--- config.mk ---
export PLATFORM = sky130hd
export DESIGN_NAME = bitu_top
export DESIGN_NICKNAME = d
export VERILOG_FILES = /design/src/rtl/bitu_pkg.sv /design/src/rtl/bitu_logic.sv /design/src/rtl/bitu_shift.sv /design/src/rtl/bitu_test.sv /design/src/rtl/bitu_top.sv
export SDC_FILE = /design/constraint.sdc
export NUM_CORES = 1
export LEC_CHECK = 0
export CAP_MARGIN = 20
export CORE_ASPECT_RATIO = 1.5
export CORE_MARGIN = 2
export CORE_UTILIZATION = 65
export CTS_BUF_LIST = sky130_fd_sc_hd__clkbuf_4 sky130_fd_sc_hd__clkbuf_8
export DETAILED_ROUTE_END_ITERATION = 10
export DONT_BUFFER_PORTS = 1
export GPL_TIMING_DRIVEN = 0
export PLACE_DENSITY = 0.86
export SYNTH_ARGS = -nofsm -noshare
export SYNTH_HDL_FRONTEND = slang
export SYNTH_SLANG_ARGS = --single-unit
--- constraint.sdc ---
create_clock -name clk -period 1.8 [get_ports clk]
set_input_delay 0.36 -clock clk [delete_from_list [all_inputs] [get_ports clk]]
set_output_delay 0.36 -clock clk [all_outputs]
set_load 0.02 [all_outputs]
--- src/rtl/bitu_pkg.sv ---
package bitu_pkg;
    localparam int DW = 8;
    localparam int FW = 4;
    localparam int FN = 3;
    localparam int FV = 2;
    localparam int FZ = 1;
    localparam int FC = 0;

    typedef enum logic [3:0] {
        OP_AND  = 4'd0,
        OP_XOR  = 4'd1,
        OP_OR   = 4'd2,
        OP_SHL  = 4'd3,
        OP_SHR  = 4'd4,
        OP_ROL  = 4'd5,
        OP_ROR  = 4'd6,
        OP_TST  = 4'd7,
        OP_TSTI = 4'd8,
        OP_TRST = 4'd9,
        OP_TSET = 4'd10
    } bitu_op_e;

    typedef struct packed {
        logic [DW-1:0] acc;
        logic [DW-1:0] mem;
        logic          we;
        logic [FW-1:0] flags;
        logic          done;
    } bitu_state_t;
endpackage

--- src/rtl/bitu_logic.sv ---
module bitu_logic #(
    parameter int W = 8
) (
    input  logic [3:0]   op,
    input  logic [W-1:0] a,
    input  logic [W-1:0] b,
    output logic [W-1:0] res
);
    import bitu_pkg::*;

    always_comb begin
        case (bitu_op_e'(op))
            OP_AND:  res = a & b;
            OP_XOR:  res = a ^ b;
            OP_OR:   res = a | b;
            default: res = '0;
        endcase
    end
endmodule

--- src/rtl/bitu_shift.sv ---
module bitu_shift #(
    parameter int W = 8
) (
    input  logic [3:0]   op,
    input  logic [W-1:0] src,
    input  logic         cin,
    output logic [W-1:0] res,
    output logic         cout
);
    import bitu_pkg::*;

    localparam int MSB = W - 1;

    always_comb begin
        res  = src;
        cout = cin;
        case (bitu_op_e'(op))
            OP_SHL: begin
                res  = {src[MSB-1:0], 1'b0};
                cout = src[MSB];
            end
            OP_SHR: begin
                res  = {1'b0, src[MSB:1]};
                cout = src[0];
            end
            OP_ROL: begin
                res  = {src[MSB-1:0], cin};
                cout = src[MSB];
            end
            OP_ROR: begin
                res  = {cin, src[MSB:1]};
                cout = src[0];
            end
            default: begin
                res  = src;
                cout = cin;
            end
        endcase
    end
endmodule

--- src/rtl/bitu_test.sv ---
module bitu_test #(
    parameter int W = 8
) (
    input  logic [3:0]   op,
    input  logic [W-1:0] acc,
    input  logic [W-1:0] mem,
    input  logic [3:0]   flags_in,
    output logic [3:0]   flags_out,
    output logic [W-1:0] wb,
    output logic         wb_en
);
    import bitu_pkg::*;

    logic zero;
    assign zero = ((acc & mem) == '0);

    always_comb begin
        flags_out = flags_in;
        wb        = '0;
        wb_en     = 1'b0;
        case (bitu_op_e'(op))
            OP_TST: begin
                flags_out[FN] = mem[W-1];
                flags_out[FV] = mem[W-2];
                flags_out[FZ] = zero;
            end
            OP_TSTI: begin
                flags_out[FZ] = zero;
            end
            OP_TRST: begin
                flags_out[FZ] = zero;
                wb            = mem & ~acc;
                wb_en         = 1'b1;
            end
            OP_TSET: begin
                flags_out[FZ] = zero;
                wb            = mem | acc;
                wb_en         = 1'b1;
            end
            default: begin
                flags_out = flags_in;
            end
        endcase
    end
endmodule

--- src/rtl/bitu_top.sv ---
module bitu_top (
    input  logic       clk,
    input  logic       rst,
    input  logic       start,
    input  logic [3:0] op,
    input  logic [7:0] acc_in,
    input  logic [7:0] opnd,
    input  logic [3:0] flags_in,
    input  logic       to_mem,
    output logic [7:0] acc_out,
    output logic [7:0] mem_out,
    output logic       mem_we,
    output logic [3:0] flags_out,
    output logic       done
);
    import bitu_pkg::*;

    localparam int W = DW;

    bitu_state_t cur_q, nx_d;

    logic [W-1:0] logic_res;
    logic [W-1:0] sh_src, sh_res;
    logic         sh_cout;
    logic [3:0]   tst_flags;
    logic [W-1:0] tst_wb;
    logic         tst_wb_en;

    assign sh_src = to_mem ? opnd : acc_in;

    bitu_logic #(.W(W)) u_logic (
        .op  (op),
        .a   (acc_in),
        .b   (opnd),
        .res (logic_res)
    );

    bitu_shift #(.W(W)) u_shift (
        .op   (op),
        .src  (sh_src),
        .cin  (flags_in[FC]),
        .res  (sh_res),
        .cout (sh_cout)
    );

    bitu_test #(.W(W)) u_test (
        .op        (op),
        .acc       (acc_in),
        .mem       (opnd),
        .flags_in  (flags_in),
        .flags_out (tst_flags),
        .wb        (tst_wb),
        .wb_en     (tst_wb_en)
    );

    always_comb begin
        nx_d      = cur_q;
        nx_d.done = 1'b0;
        nx_d.we   = 1'b0;
        if (start) begin
            nx_d.done  = 1'b1;
            nx_d.acc   = acc_in;
            nx_d.mem   = '0;
            nx_d.flags = flags_in;
            case (bitu_op_e'(op))
                OP_AND, OP_XOR, OP_OR: begin
                    nx_d.acc       = logic_res;
                    nx_d.flags[FN] = logic_res[W-1];
                    nx_d.flags[FZ] = (logic_res == '0);
                end
                OP_SHL, OP_SHR, OP_ROL, OP_ROR: begin
                    if (to_mem) begin
                        nx_d.mem = sh_res;
                        nx_d.we  = 1'b1;
                    end else begin
                        nx_d.acc = sh_res;
                    end
                    nx_d.flags[FN] = sh_res[W-1];
                    nx_d.flags[FZ] = (sh_res == '0);
                    nx_d.flags[FC] = sh_cout;
                end
                OP_TST, OP_TSTI, OP_TRST, OP_TSET: begin
                    nx_d.flags = tst_flags;
                    nx_d.mem   = tst_wb;
                    nx_d.we    = tst_wb_en;
                end
                default: begin
                    nx_d.acc = acc_in;
                end
            endcase
        end
    end

    always_ff @(posedge clk) begin
        if (rst) cur_q <= '0;
        else     cur_q <= nx_d;
    end

    assign acc_out   = cur_q.acc;
    assign mem_out   = cur_q.mem;
    assign mem_we    = cur_q.we;
    assign flags_out = cur_q.flags;
    assign done      = cur_q.done;
endmodule

==> flow_summary.json <==
{
  "finalCritPeriodShare_pct": 87.58,
  "leakagePower_nw": 0.9770,
  "yosysTopAreaCell": "dfxtp_1",
  "die_h_um": 73.42,
  "cts_max_level": 1,
  "ff2ff_setup_slack_ns": 0.80,
  "post-dp-hpwl_um": 4749,
  "status": "finished clean",
  "final_antenna_net_count": 0,
  "synth_cells": 280,
  "critical_path_class": "in -> reg",
  "slowest_delay_ns": 0.40,
  "setup_viol": 0,
  "fillers": 265,
  "ys.warnings.count": 0,
  "r2r-end": "flags_out[1]",
  "grt_pass1_wl_um": 9591,
  "hold_viol_final": 0,
  "finalNonFillerCells": 324,
  "cts_root_buf": "clkbuf_8",
  "start_util_pct": 67.43,
  "synth_ff_type": "dfxtp_1",
  "ys_ff_latch": 22,
  "path_buf_inv": 1,
  "syn_area_um2": 2088,
  "ff2ff_path_depth": 3,
  "layout.nets": 337,
  "crit_chain": "buf_2, o21ai_0, a32oi_2, nand4_1, a211oi_1, a21o_1",
  "rsz0062_at_grt": "false",
  "finalCriticalPeriod_ns": 1.576,
  "hp-class": "in -> reg",
  "wl_um": 6158,
  "rows": 25,
  "fp.dieArea_um2": 3692,
  "wl_per_cell_um": 19.01,
  "clock_latency_ns": 0.27,
  "grt_max_degree": 13,
  "power_density_nw_per_um2": 580.0,
  "final_util_pct": 70.83,
  "dr.pass1.iters": 5,
  "fmax_mhz": 634.3,
  "cts_tree": "yes",
  "reg2reg_from": "flags_out[1]",
  "relSlewSlack_pct": 57.61,
  "synth_cell_types": 43,
  "seq_area_frac_synth_pct": 21.09,
  "routed-via-count": 2139,
  "grt_usage_pct": 34.56,
  "worstHoldStart": "rst",
  "slew_viol_final": 0,
  "grt_antenna_before_repair": 0,
  "post_cts_buffers": 0,
  "holdPathEnd": "flags_out[0]",
  "irDropWorstVdd_v": 0.0004313,
  "path_max_fanout": 9,
  "cp-start-kind": "input port",
  "io_pins": 50,
  "whs_ns": 0.1529,
  "cp-end-kind": "flop",
  "dpl_worst_slack_ns": 0.01641,
  "area_delta_synth_final_pct": 5.033,
  "slowest_stage": "a32oi_2",
  "drt_iter0_drc": 140,
  "synth_top_area_share_pct": 21.09,
  "place.gp.congestion": 0.9297,
  "cp_top_family": "compound AO/OA/AOI/OAI gates",
  "syn-num-nets": 332,
  "grt_pass1_vias": 1984,
  "drcViolationCount": 0,
  "syn_area_per_cell_um2": 7.458,
  "cts_buffers": 3,
  "fin_ws_ns": 0.2236,
  "postCtsHoldBufs": 0,
  "synth_most_common_cell": "nand2_1",
  "clock_sinks": 22,
  "gr-total-overflow": 0,
  "cap_violations": 0,
  "dp_cells": 320,
  "min_path_cells": 1,
  "synth_common_cells": "29 x nand2_1, 25 x o21ai_0, 24 x ha_1, 24 x inv_1, 22 x dfxtp_1",
  "synth_area_leaders": "dfxtp_1 21%, ha_1 14%, a22oi_1 6.5%",
  "drive_above_1_share_pct": 9.859,
  "cts_resized": 0,
  "io_buffers": 0,
  "crit_required_ns": 2.02,
  "cp.arrival_ns": 1.79,
  "cts.path.max_buffers": 2,
  "synth_edf_count": 0,
  "diodes": 0,
  "viasPerCell": 6.602,
  "finClkSkew_ns": 0,
  "die_w_um": 50.28,
  "p_total_w": 0.001272,
  "async_reset_ff_share_pct": 0,
  "worst_pin_slew_ns": 0.6291,
  "core-area_um2": 3097,
  "clk_pin_slew_ns": 0.07
}
-- registers in the layout, summed over array words and instances (netlist names) --
register	count
acc_out	8
mem_out	8
flags_out	4
done	1
mem_we	1
-- how the worst max path moves through the flow --
| stage | endpoint | startpoint | slack (ns) | cells after the start |
|---|---|---|---|---|
| 4_1_cts | flags_out[1] | op[1] | 0.29 | 7 |
| 2_1_floorplan | acc_out[2] | op[1] | 0.27 | 7 |
| 3_5_place_dp | flags_out[1] | op[1] | 0.02 | 8 |
| 3_3_place_gp | flags_out[1] | to_mem | -0.004 | 6 |
| 5_1_grt | acc_out[2] | to_mem | 0.12 | 7 |
| 6_report | flags_out[1] | to_mem | 0.22 | 6 |
-- per-layer routing --
| layer | vias up | global-route usage, % | share of wire [%] |
|---|---|---|---|
| li1 | 1001 | - | - |
| met3 | 23 | 6.707 | 10 |
| met1 | 962 | 37.83 | 37 |
| met2 | 153 | 60.82 | 48 |
| met5 | - | 0 | 0 |
| met4 | 0 | 20.37 | 4.5 |
-- worst register-to-register path, stage by stage, from the launching register on --
cell and delay [ns]:
dfxtp_1 0.46, nor2_1 0.10, nor4_1 0.24, a21o_1 0.14
-- final cells by class --
type                    count  area, um^2  share of cell area [%]
well taps                  40       50.05                   2.282
flip-flops and latches     22       440.4                   20.08
clock buffers               4       55.05                   2.510
plain buffers              20       106.4                   4.849
inverters                  24       90.09                   4.107
multi-input cells         214        1451                   66.17
-- through the flow --
stage | cell area (um^2) | setup TNS, ns
after detailed placement | 2138 | 0
final | 2193 | 0
after global routing | 2193 | 0
after CTS | 2193 | 0
after global placement | 2138 | -0.004310
after floorplan | 2088 | 0
-- layout by cell type (no fill, tap or decap), drive strengths merged --
master   netlist  layout
o211a          3       3
and2           2       2
o21bai         2       2
or2            1       1
nor4           5       5
o22ai          3       3
a311oi         2       2
nor2b          6       6
nand3          2       2
a31oi          5       5
a2bb2oi        1       1
a41oi          1       1
a2111oi        1       1
a21o           4       4
nand2b        11      11
a211oi         4       4
a221oi         1       1
xnor2          2       2
mux2           2       2
a32oi          2       2
nor2          21      21
nor3           8       8
buf           14      14
o21ai         28      28
a22oi         18      18
a21oi         13      13
dfxtp         22      22
inv           24      24
nand4          3       3
mux2i          2       2
ha            24      24
clkbuf         6      10
nand2         29      29
a22o           8       8
-- power breakdown --
part           switching (W)  internal, W
sequential         0.0000491     0.000514
combinational       0.000216     0.000138
clock               0.000160     0.000195
total               0.000425     0.000847
-- logic make-up (layout without fill, tap and decap cells) --
kind of cell / Yosys count / in the layout / synth area share (%)
AOI/OAI and AO/OA: 96 / 96 / 30.98
xor gates and xnor gates: 2 / 2 / 0.8390
adders and majority gates: 24 / 24 / 14.38
buffers and inverters: 44 / 48 / 9.407
DFF: 22 / 22 / 21.09
muxes: 4 / 4 / 2.037
and+or+nand+nor: 88 / 88 / 21.27
(Power assumes the default switching activity.)
